`src/rtl/tone_pkg.sv`:
```
`timescale 1ns/1ps
package tone_pkg;
    localparam int NOTE_W  = 8;
    localparam int NOTE_LO = 60;
    localparam int NOTE_HI = 96;
    localparam int HALF_W  = 15;

    typedef enum logic [1:0] {
        TONE_IDLE = 2'd0,
        TONE_LOW  = 2'd1,
        TONE_HIGH = 2'd2
    } tone_state_e;

    function automatic logic note_ok(input logic [NOTE_W-1:0] n);
        return (n >= NOTE_W'(NOTE_LO)) && (n <= NOTE_W'(NOTE_HI));
    endfunction
endpackage

```
`src/rtl/tone_regs.sv`:
```
`timescale 1ns/1ps
module tone_regs
    import tone_pkg::*;
#(
    parameter int ADDR_W = 16,
    parameter int DATA_W = 32,
    parameter logic [ADDR_W-1:0] HIT_ADDR = '0
) (
    input  logic              clk,
    input  logic              rst_n,
    input  logic              wr_en,
    input  logic [ADDR_W-1:0] wr_addr,
    input  logic [DATA_W-1:0] wr_data,
    output logic              hit,
    output logic [NOTE_W-1:0] new_note,
    output logic [NOTE_W-1:0] note_q
);
    logic unused_hi;

    assign hit       = wr_en && (wr_addr == HIT_ADDR);
    assign new_note  = wr_data[NOTE_W-1:0];
    assign unused_hi = ^wr_data[DATA_W-1:NOTE_W];

    always_ff @(posedge clk or negedge rst_n) begin
        if (!rst_n) begin
            note_q <= '0;
        end else if (hit) begin
            note_q <= new_note;
        end
    end
endmodule

```
`src/rtl/tone_lut.sv`:
```
`timescale 1ns/1ps
module tone_lut
    import tone_pkg::*;
(
    input  logic [NOTE_W-1:0] note,
    output logic [HALF_W-1:0] half
);
    always_comb begin
        unique case (note)
            8'd60: half = 15'd22934;
            8'd61: half = 15'd21646;
            8'd62: half = 15'd20431;
            8'd63: half = 15'd19285;
            8'd64: half = 15'd18202;
            8'd65: half = 15'd17181;
            8'd66: half = 15'd16216;
            8'd67: half = 15'd15306;
            8'd68: half = 15'd14447;
            8'd69: half = 15'd13636;
            8'd70: half = 15'd12871;
            8'd71: half = 15'd12149;
            8'd72: half = 15'd11467;
            8'd73: half = 15'd10823;
            8'd74: half = 15'd10216;
            8'd75: half = 15'd9642;
            8'd76: half = 15'd9101;
            8'd77: half = 15'd8590;
            8'd78: half = 15'd8108;
            8'd79: half = 15'd7653;
            8'd80: half = 15'd7224;
            8'd81: half = 15'd6818;
            8'd82: half = 15'd6436;
            8'd83: half = 15'd6074;
            8'd84: half = 15'd5733;
            8'd85: half = 15'd5412;
            8'd86: half = 15'd5108;
            8'd87: half = 15'd4821;
            8'd88: half = 15'd4551;
            8'd89: half = 15'd4295;
            8'd90: half = 15'd4054;
            8'd91: half = 15'd3827;
            8'd92: half = 15'd3612;
            8'd93: half = 15'd3409;
            8'd94: half = 15'd3218;
            8'd95: half = 15'd3037;
            8'd96: half = 15'd2867;
            default: half = '0;
        endcase
    end
endmodule

```
`src/rtl/tone_div.sv`:
```
`timescale 1ns/1ps
module tone_div
    import tone_pkg::*;
(
    input  logic              clk,
    input  logic              rst_n,
    input  logic              load,
    input  logic              load_ok,
    input  logic [HALF_W-1:0] half,
    output logic              spk
);
    tone_state_e       state_q, state_d;
    logic [HALF_W-1:0] cnt_q;
    logic              cnt_end;

    assign cnt_end = (cnt_q == half - HALF_W'(1));

    // next-state logic
    always_comb begin
        state_d = state_q;
        unique case (state_q)
            TONE_IDLE: begin
                if (load && load_ok) state_d = TONE_LOW;
            end
            TONE_LOW: begin
                if (load)         state_d = load_ok ? TONE_LOW : TONE_IDLE;
                else if (cnt_end) state_d = TONE_HIGH;
            end
            TONE_HIGH: begin
                if (load)         state_d = load_ok ? TONE_HIGH : TONE_IDLE;
                else if (cnt_end) state_d = TONE_LOW;
            end
            default: state_d = TONE_IDLE;
        endcase
    end

    // state register
    always_ff @(posedge clk or negedge rst_n) begin
        if (!rst_n) state_q <= TONE_IDLE;
        else        state_q <= state_d;
    end

    // half-period counter
    always_ff @(posedge clk or negedge rst_n) begin
        if (!rst_n) begin
            cnt_q <= '0;
        end else if (load || (state_q == TONE_IDLE) || cnt_end) begin
            cnt_q <= '0;
        end else begin
            cnt_q <= cnt_q + HALF_W'(1);
        end
    end

    // outputs
    always_comb begin
        spk = (state_q == TONE_HIGH);
    end
endmodule

```
`src/rtl/tone_gen.sv`:
```
`timescale 1ns/1ps
module tone_gen
    import tone_pkg::*;
#(
    parameter int ADDR_W = 16,
    parameter int DATA_W = 32,
    parameter logic [ADDR_W-1:0] BANK_BASE = 16'h8000,
    parameter logic [ADDR_W-1:0] NOTE_OFFS = 16'h0024
) (
    input  logic              clk,
    input  logic              rst_n,
    input  logic              wr_en,
    input  logic [ADDR_W-1:0] wr_addr,
    input  logic [DATA_W-1:0] wr_data,
    output logic [DATA_W-1:0] rd_data,
    output logic              spk_out
);
    localparam logic [ADDR_W-1:0] HIT_ADDR = BANK_BASE + NOTE_OFFS;
    localparam int PAD_W = DATA_W - NOTE_W;

    logic              hit;
    logic [NOTE_W-1:0] new_note;
    logic [NOTE_W-1:0] note_q;
    logic [HALF_W-1:0] half;

    tone_regs #(
        .ADDR_W  (ADDR_W),
        .DATA_W  (DATA_W),
        .HIT_ADDR(HIT_ADDR)
    ) u_regs (
        .clk     (clk),
        .rst_n   (rst_n),
        .wr_en   (wr_en),
        .wr_addr (wr_addr),
        .wr_data (wr_data),
        .hit     (hit),
        .new_note(new_note),
        .note_q  (note_q)
    );

    tone_lut u_lut (
        .note(note_q),
        .half(half)
    );

    tone_div u_div (
        .clk    (clk),
        .rst_n  (rst_n),
        .load   (hit),
        .load_ok(note_ok(new_note)),
        .half   (half),
        .spk    (spk_out)
    );

    assign rd_data = {{PAD_W{1'b0}}, note_q};
endmodule

```
`config.mk`:
```
export PLATFORM = sky130hd
export DESIGN_NAME = tone_gen
export DESIGN_NICKNAME = d
export VERILOG_FILES = /design/src/rtl/tone_pkg.sv /design/src/rtl/tone_regs.sv /design/src/rtl/tone_lut.sv /design/src/rtl/tone_div.sv /design/src/rtl/tone_gen.sv
export SDC_FILE = /design/constraint.sdc
export NUM_CORES = 1
export LEC_CHECK = 0
export BUFFER_PORTS_ARGS = -buffer_cell sky130_fd_sc_hd__buf_2
export CORE_UTILIZATION = 58
export CTS_CLUSTER_SIZE = 10
export DETAILED_ROUTE_END_ITERATION = 6
export PLACE_DENSITY = 0.91
export SKIP_CTS_REPAIR_TIMING = 1
export SLEW_MARGIN = 20
export SYNTH_ARGS = -nofsm -noshare
export SYNTH_HDL_FRONTEND = slang
export SYNTH_HIERARCHICAL = 1
export SYNTH_SLANG_ARGS = --single-unit
export TNS_END_PERCENT = 100
```
`constraint.sdc`:
```
create_clock -name clk -period 6.5 [get_ports clk]
set_input_delay 1.3 -clock clk [delete_from_list [all_inputs] [get_ports clk]]
set_output_delay 1.3 -clock clk [all_outputs]
set_load 0.01 [all_outputs]
```
# Word-level counts from Yosys, hierarchy flattened
# Memories as Yosys holds them, arrays and structs flattened.
# Index checks and enable logic that the tools add are counted.
# totals
rom_bits	1920
n_memories	1
input_bits	51
register_bits	25
out_inout_bits	33
word_cells	32
# mem_list
memory	depth	width	rd	rd_clocked_by_memory_dff	write_ports	line_no	source
(no name shown)	128	15	1	0	0	tone_lut.sv:9	unique case (note)
# classes
n_eq_ne	7
n_lt_le_gt_ge	2
n_reduce_logical	7
mux	10
add_sub_neg	2
# ops
operator	n
15-bit 2-to-1 mux	2
16-bit == test, second input constant	1
15-bit by 1-bit adder with 15-bit output, second input constant	1
15-bit == test	1
15-bit by 1-bit subtractor with 15-bit output, second input constant	1
2-bit 2-to-1 mux	6
8-bit by 6-bit greater-or-equal comparator with 1-bit output, second input constant	1
8-bit by 7-bit <= comparator with 1-bit output, second input constant	1
3-bit by 1-bit inequality test with 1-bit output, second input constant	2
2-bit one-hot mux with 3 select lines	1
1-bit logical AND	3
3-bit AND reduction	1
2-bit by 1-bit == test with 1-bit output, second input constant	1
2-bit == test, second input constant	1
2-bit zero test	1
1-bit logical OR	2
2-bit by 1-bit inequality test with 1-bit output, second input constant	1
1-bit 2-to-1 mux	1

# Logic depth before layout (Yosys ltp)
# An unclocked memory read counts as a cell.
# logic_depth
depth_word	7
mapped_depth	15
ltp_nobuf	14

# Modules after synthesis
# Netlist, hierarchy kept.
# by_module_without_submodules
mod	instances	seq_area_each_um2	cells_each	area_each_um2
tone_div	1	425.4	162	1437.6
tone_lut	1	0.0	142	1016.0
tone_regs	1	200.2	33	414.1
tone_gen	1	0.0	31	229.0

# Least setup slack after synthesis
# OpenSTA, ideal clock, no wires.
# synth_path
path_type	flip-flop to flip-flop
start	register u_regs.note_q[1]
end	register u_div.cnt_q[5]
t_arrival_ns	3.888
period_less_slack_ns	4.026
path_buffers	1
stages_incl_launch_ff	15
path_slack_ns	2.474
setup_ns	0.137
required_time_ns	6.363
path_cell_list	dfrtp_1 > inv_1 > ha_1 > mux4_2 > a221o_1 > a21oi_1 > inv_1 > ha_1 > nor2b_1 > o21ai_0 > nand3b_1 > a32o_1 > a2111oi_4 > buf_6 > nor3_1
# synth_via
elab_chain_len	6
# synth_rtl
element	line_no	source
from (decl)	tone_regs.sv:16	output logic [NOTE_W-1:0] note_q
from (signal assigned)	tone_regs.sv:28	note_q <= new_note;
memory read 128 x 15 bit	-	
15-bit 2-to-1 mux	tone_lut.sv:9	
named net half[0]	tone_gen.sv:24	logic [HALF_W-1:0] half;
15-bit by 1-bit subtractor with 15-bit output	tone_div.sv:16	assign cnt_end = (cnt_q == half - HALF_W'(1));
15-bit == test	tone_div.sv:16	
1-bit logical OR	tone_div.sv:47	end else if (load || (state_q == TONE_IDLE) || cnt_end) begin
15-bit 2-to-1 mux	tone_div.sv:47	
to (signal assigned)	tone_div.sv:50	cnt_q <= cnt_q + HALF_W'(1);
to (decl)	tone_div.sv:13	logic [HALF_W-1:0] cnt_q;
# The timed path passes the listed nets, and every way through them passes these cells.
# A chain may end at the register's enable or synchronous reset.

# Worst setup path in the final report
# layout_path
start	register u_regs.note_q[1]
end	register u_div.cnt_q[4]
# Same word-level chain as after synthesis.

==> run_results.csv <==
group,metric,value,unit
die,chipHeight,75.1,µm
routing,wl_per_cell,15.8,µm
global_routing,grt-ovfl-total,0,
logic_synthesis,yosysWarnings,6,
finish,layout-drive-gt1-share,19.2,%
routing,firstDrtPassIters,5,
outcome,status,"finished, final reports clean",
sta,fin_worst_skew,0.0133,ns
clock_tree,clock_path_buffers,2,
critical_path,ff2ff_path_depth,13,
global_routing,grt_antenna_before_repair,0,
routing,final_antenna_net_count,0,
hold_path,holdCritStartpoint,"u_div/cnt_q[0]",
power,vdd_drop_max,0.106,mV
logic_synthesis,async_flop_share,100,%
logic_synthesis,synth.area.top_cells,"dfrtp_1 20%, buf_4 8.0%, ha_1 6.9%",
critical_path,crit_type,"register to register",
clock_tree,clock_sinks,25,
sta,slew_headroom,36.9,%
die,core_area,5140,µm²
placed_design,dp.cells,447,
clock_tree,ctsRootBufferMaster,"clkbuf_8",
global_routing,grt_pass1_wl,11.6,mm
die,die_w,75.1,µm
die,rows,26,
sta,hold_violations,0,
power,cell_internal_pwr,0.000257,W
finish,layout.cells.non_filler,451,
power,leakage,1.41,nW
routing,wirelength,7.14,mm
power,power_frac_seq,52.0,%
critical_path,crit_slowest_cell,"a2111oi_4",
critical_path,path_cells,"inv_1, ha_1, mux4_2, a221o_1, a21oi_1, inv_1, ha_1, nor2b_1, o21ai_0, nand3b_1, a32o_1, a2111oi_4, nor3_1",
critical_path,max_stage_delay,0.88,ns
logic_synthesis,syn-instance-count,368,
run,drv_cap,0,
power,combPwrFrac,22.9,%
logic_synthesis,synth_seq_cells,25,
critical_path,worstReg2RegEnd,"u_div/cnt_q[4]",
logic_synthesis,ys_seq_area_share,20.2,%
critical_path,reg2reg_slack,1.43,ns
sta,finalCriticalPeriod,5.07,ns
placed_design,place_ws,1.58,ns
global_routing,grt_start_max_net_pins,37,
routing,vias,2796,
hold_path,hold_depth,1,
power,p_clk_share,25.0,%
routing,routed_via_density,6.20,
logic_synthesis,ys.flop_type,"dfrtp_1",
logic_synthesis,synth.most_common_cell,"buf_4",
placed_design,place_congestion,0.979,
routing,post-route-drc-count,0,
power,powerDensity,122,nW/µm²
finish,n_antenna_cell,0,
sta,timing.hold.ws,0.595,ns
die,io_pins,84,
placed_design,numPortBuffers,35,
critical_path,end_kind,"register",
critical_path,timing.rr.start,"u_regs/note_q[1]",
logic_synthesis,yosys.area.top_type,"dfrtp_1",
power,switchingPower,0.000132,W
critical_path,crit_end,"u_div/cnt_q[4]",
sta,rsz0062_at_grt,"no",
clock_tree,cts_buffers,3,
clock_tree,clk_latency,0.28,ns
sta,setup_viol,0,
logic_synthesis,netlist_area,3100,µm²
finish,utilization,61.8,%
power,switching_share,34.0,%
hold_path,holdCritPathClass,"register to register",
sta,fmax,197,MHz
sta,finalWorstSetupSlack,1.43,ns
sta,tns,0,ns
logic_synthesis,synth-edff-count,0,
clock_tree,path_clk_slew,0.10,ns
critical_path,crit_fanout,15,
clock_tree,cts_tree,"built",
critical_path,startpoint,"u_regs/note_q[1]",
placed_design,detailed_place_hpwl,5.37,mm
sta,final_max_slew_viol_count,0,
finish,nNetsFinal,450,
global_routing,grt_pass1_vias,2517,
sta,fin_crit_sh,78.0,%
die,initial_core_util,60.2,%
logic_synthesis,syn_area_per_cell,8.42,µm²
critical_path,cp-start-kind,"register",
logic_synthesis,synth_top_area_share,20.2,%
critical_path,cp.arrival,5.19,ns
clock_tree,h-tree-depth,1,
finish,syn2layout_area_growth,2.59,%
logic_synthesis,synth_common_cells,"33 x buf_4, 28 x nor2_1, 25 x dfrtp_1, 22 x nor3_1, 18 x nand2_1",
logic_synthesis,synth_cell_types,69,
die,dieArea,5640,µm²
routing,drt_iter0_drc,263,
global_routing,grtUsageTotal,27.2,%
critical_path,cp_data_required_time,6.62,ns
sta,max_slew.worst_pin.slew,0.946,ns
[critical path, delay by kind of cell (launching register included)]
| kind | cells | cell delay (ns) |
|---|---|---|
| AOI/OAI and AO/OA | 5 | 2.23 |
| adders and majority gates | 2 | 0.73 |
| DFF | 1 | 0.65 |
| muxes | 1 | 0.49 |
| and+or+nand+nor | 3 | 0.45 |
| buffers and inverters | 2 | 0.39 |
[metal layers]
| layer | wire (µm) | vias up | part of all wire [%] | global-route usage (%) |
|---|---|---|---|---|
| met5 | 0 | - | 0 | 0 |
| li1 | - | 1314 | - | - |
| met3 | 492 | 19 | 6.9 | 4.15 |
| met2 | 3560 | 159 | 50 | 46.5 |
| met4 | 152 | 0 | 2.1 | 11.7 |
| met1 | 2930 | 1304 | 41 | 34.1 |
[cell families (layout without fill, tap and decap cells)]
kind of cell               Yosys count  in the layout  share of synthesized area, %
DFF                                 25             25                          20.2
muxes                               19             19                          7.72
buffers and inverters               62             52                          12.2
AOI/OAI and AO/OA                   72             72                          18.2
adders and majority gates           17             17                          6.87
xor gates and xnor gates            28             28                          7.92
other                                1             24                         0.121
and+or+nand+nor                    144            144                          26.8
[power by group through the flow]
stage | logic (W) | registers (W) | clock network, W
global placement | 0.0000805 | 0.000203 | 0
finish | 0.0000892 | 0.000202 | 0.0000973
floorplan | 0.0000900 | 0.000189 | 0
detailed placement | 0.0000882 | 0.000204 | 0
global route | 0.000101 | 0.000206 | 0.000104
CTS | 0.0000887 | 0.000201 | 0.0000985
[per-stage QoR]
| step | instance area (µm²) | power, W |
|---|---|---|
| 6_report | 3180 | 0.000389 |
| 2_1_floorplan | 3180 | 0.000279 |
| 5_1_grt | 3180 | 0.000410 |
| 3_3_place_gp | 3120 | 0.000284 |
| 3_5_place_dp | 3120 | 0.000293 |
| 4_1_cts | 3170 | 0.000389 |
[layout by cell type, fill, tap and decap left out, types with 8 or more instances in the layout]
master	synthesis	routed
conb_1	1	24
nor3_1	22	22
nand3_1	10	10
nor2b_1	8	8
ha_1	17	17
mux2_2	9	9
xnor2_1	13	13
a21oi_1	11	11
dfrtp_1	25	24
buf_2	8	35
nand2_1	18	18
o21ai_0	12	12
nor2_1	28	28
inv_1	11	11
xor2_1	15	15
nand2b_1	11	11
[sequential cells by signal (all words and copies together) (netlist names)]
signal / cells
u_div/cnt_q: 15
u_regs/note_q: 8
u_div/state_q: 2
[final cells by class]
| class | instances | area (µm²) |
|---|---|---|
| timing repair buffer | 36 | 183 |
| fill | 418 | 1960 |
| clock buffer | 3 | 41.3 |
| sequential | 25 | 627 |
| tap | 70 | 87.6 |
| inverter | 12 | 47.5 |
| clock inverter | 1 | 7.51 |
| multi-input combinational | 304 | 2180 |
[how the worst min path moves through the flow]
stage,endpoint,slack (ns)
2_1_floorplan,u_div/cnt_q[0],0.52
6_report,u_div/cnt_q[0],0.60
3_3_place_gp,u_div/cnt_q[0],0.57
5_1_grt,u_div/cnt_q[0],0.64
4_1_cts,u_div/cnt_q[0],0.59
3_5_place_dp,u_div/cnt_q[0],0.58
No activity file was read; power rests on OpenSTA's default activity.
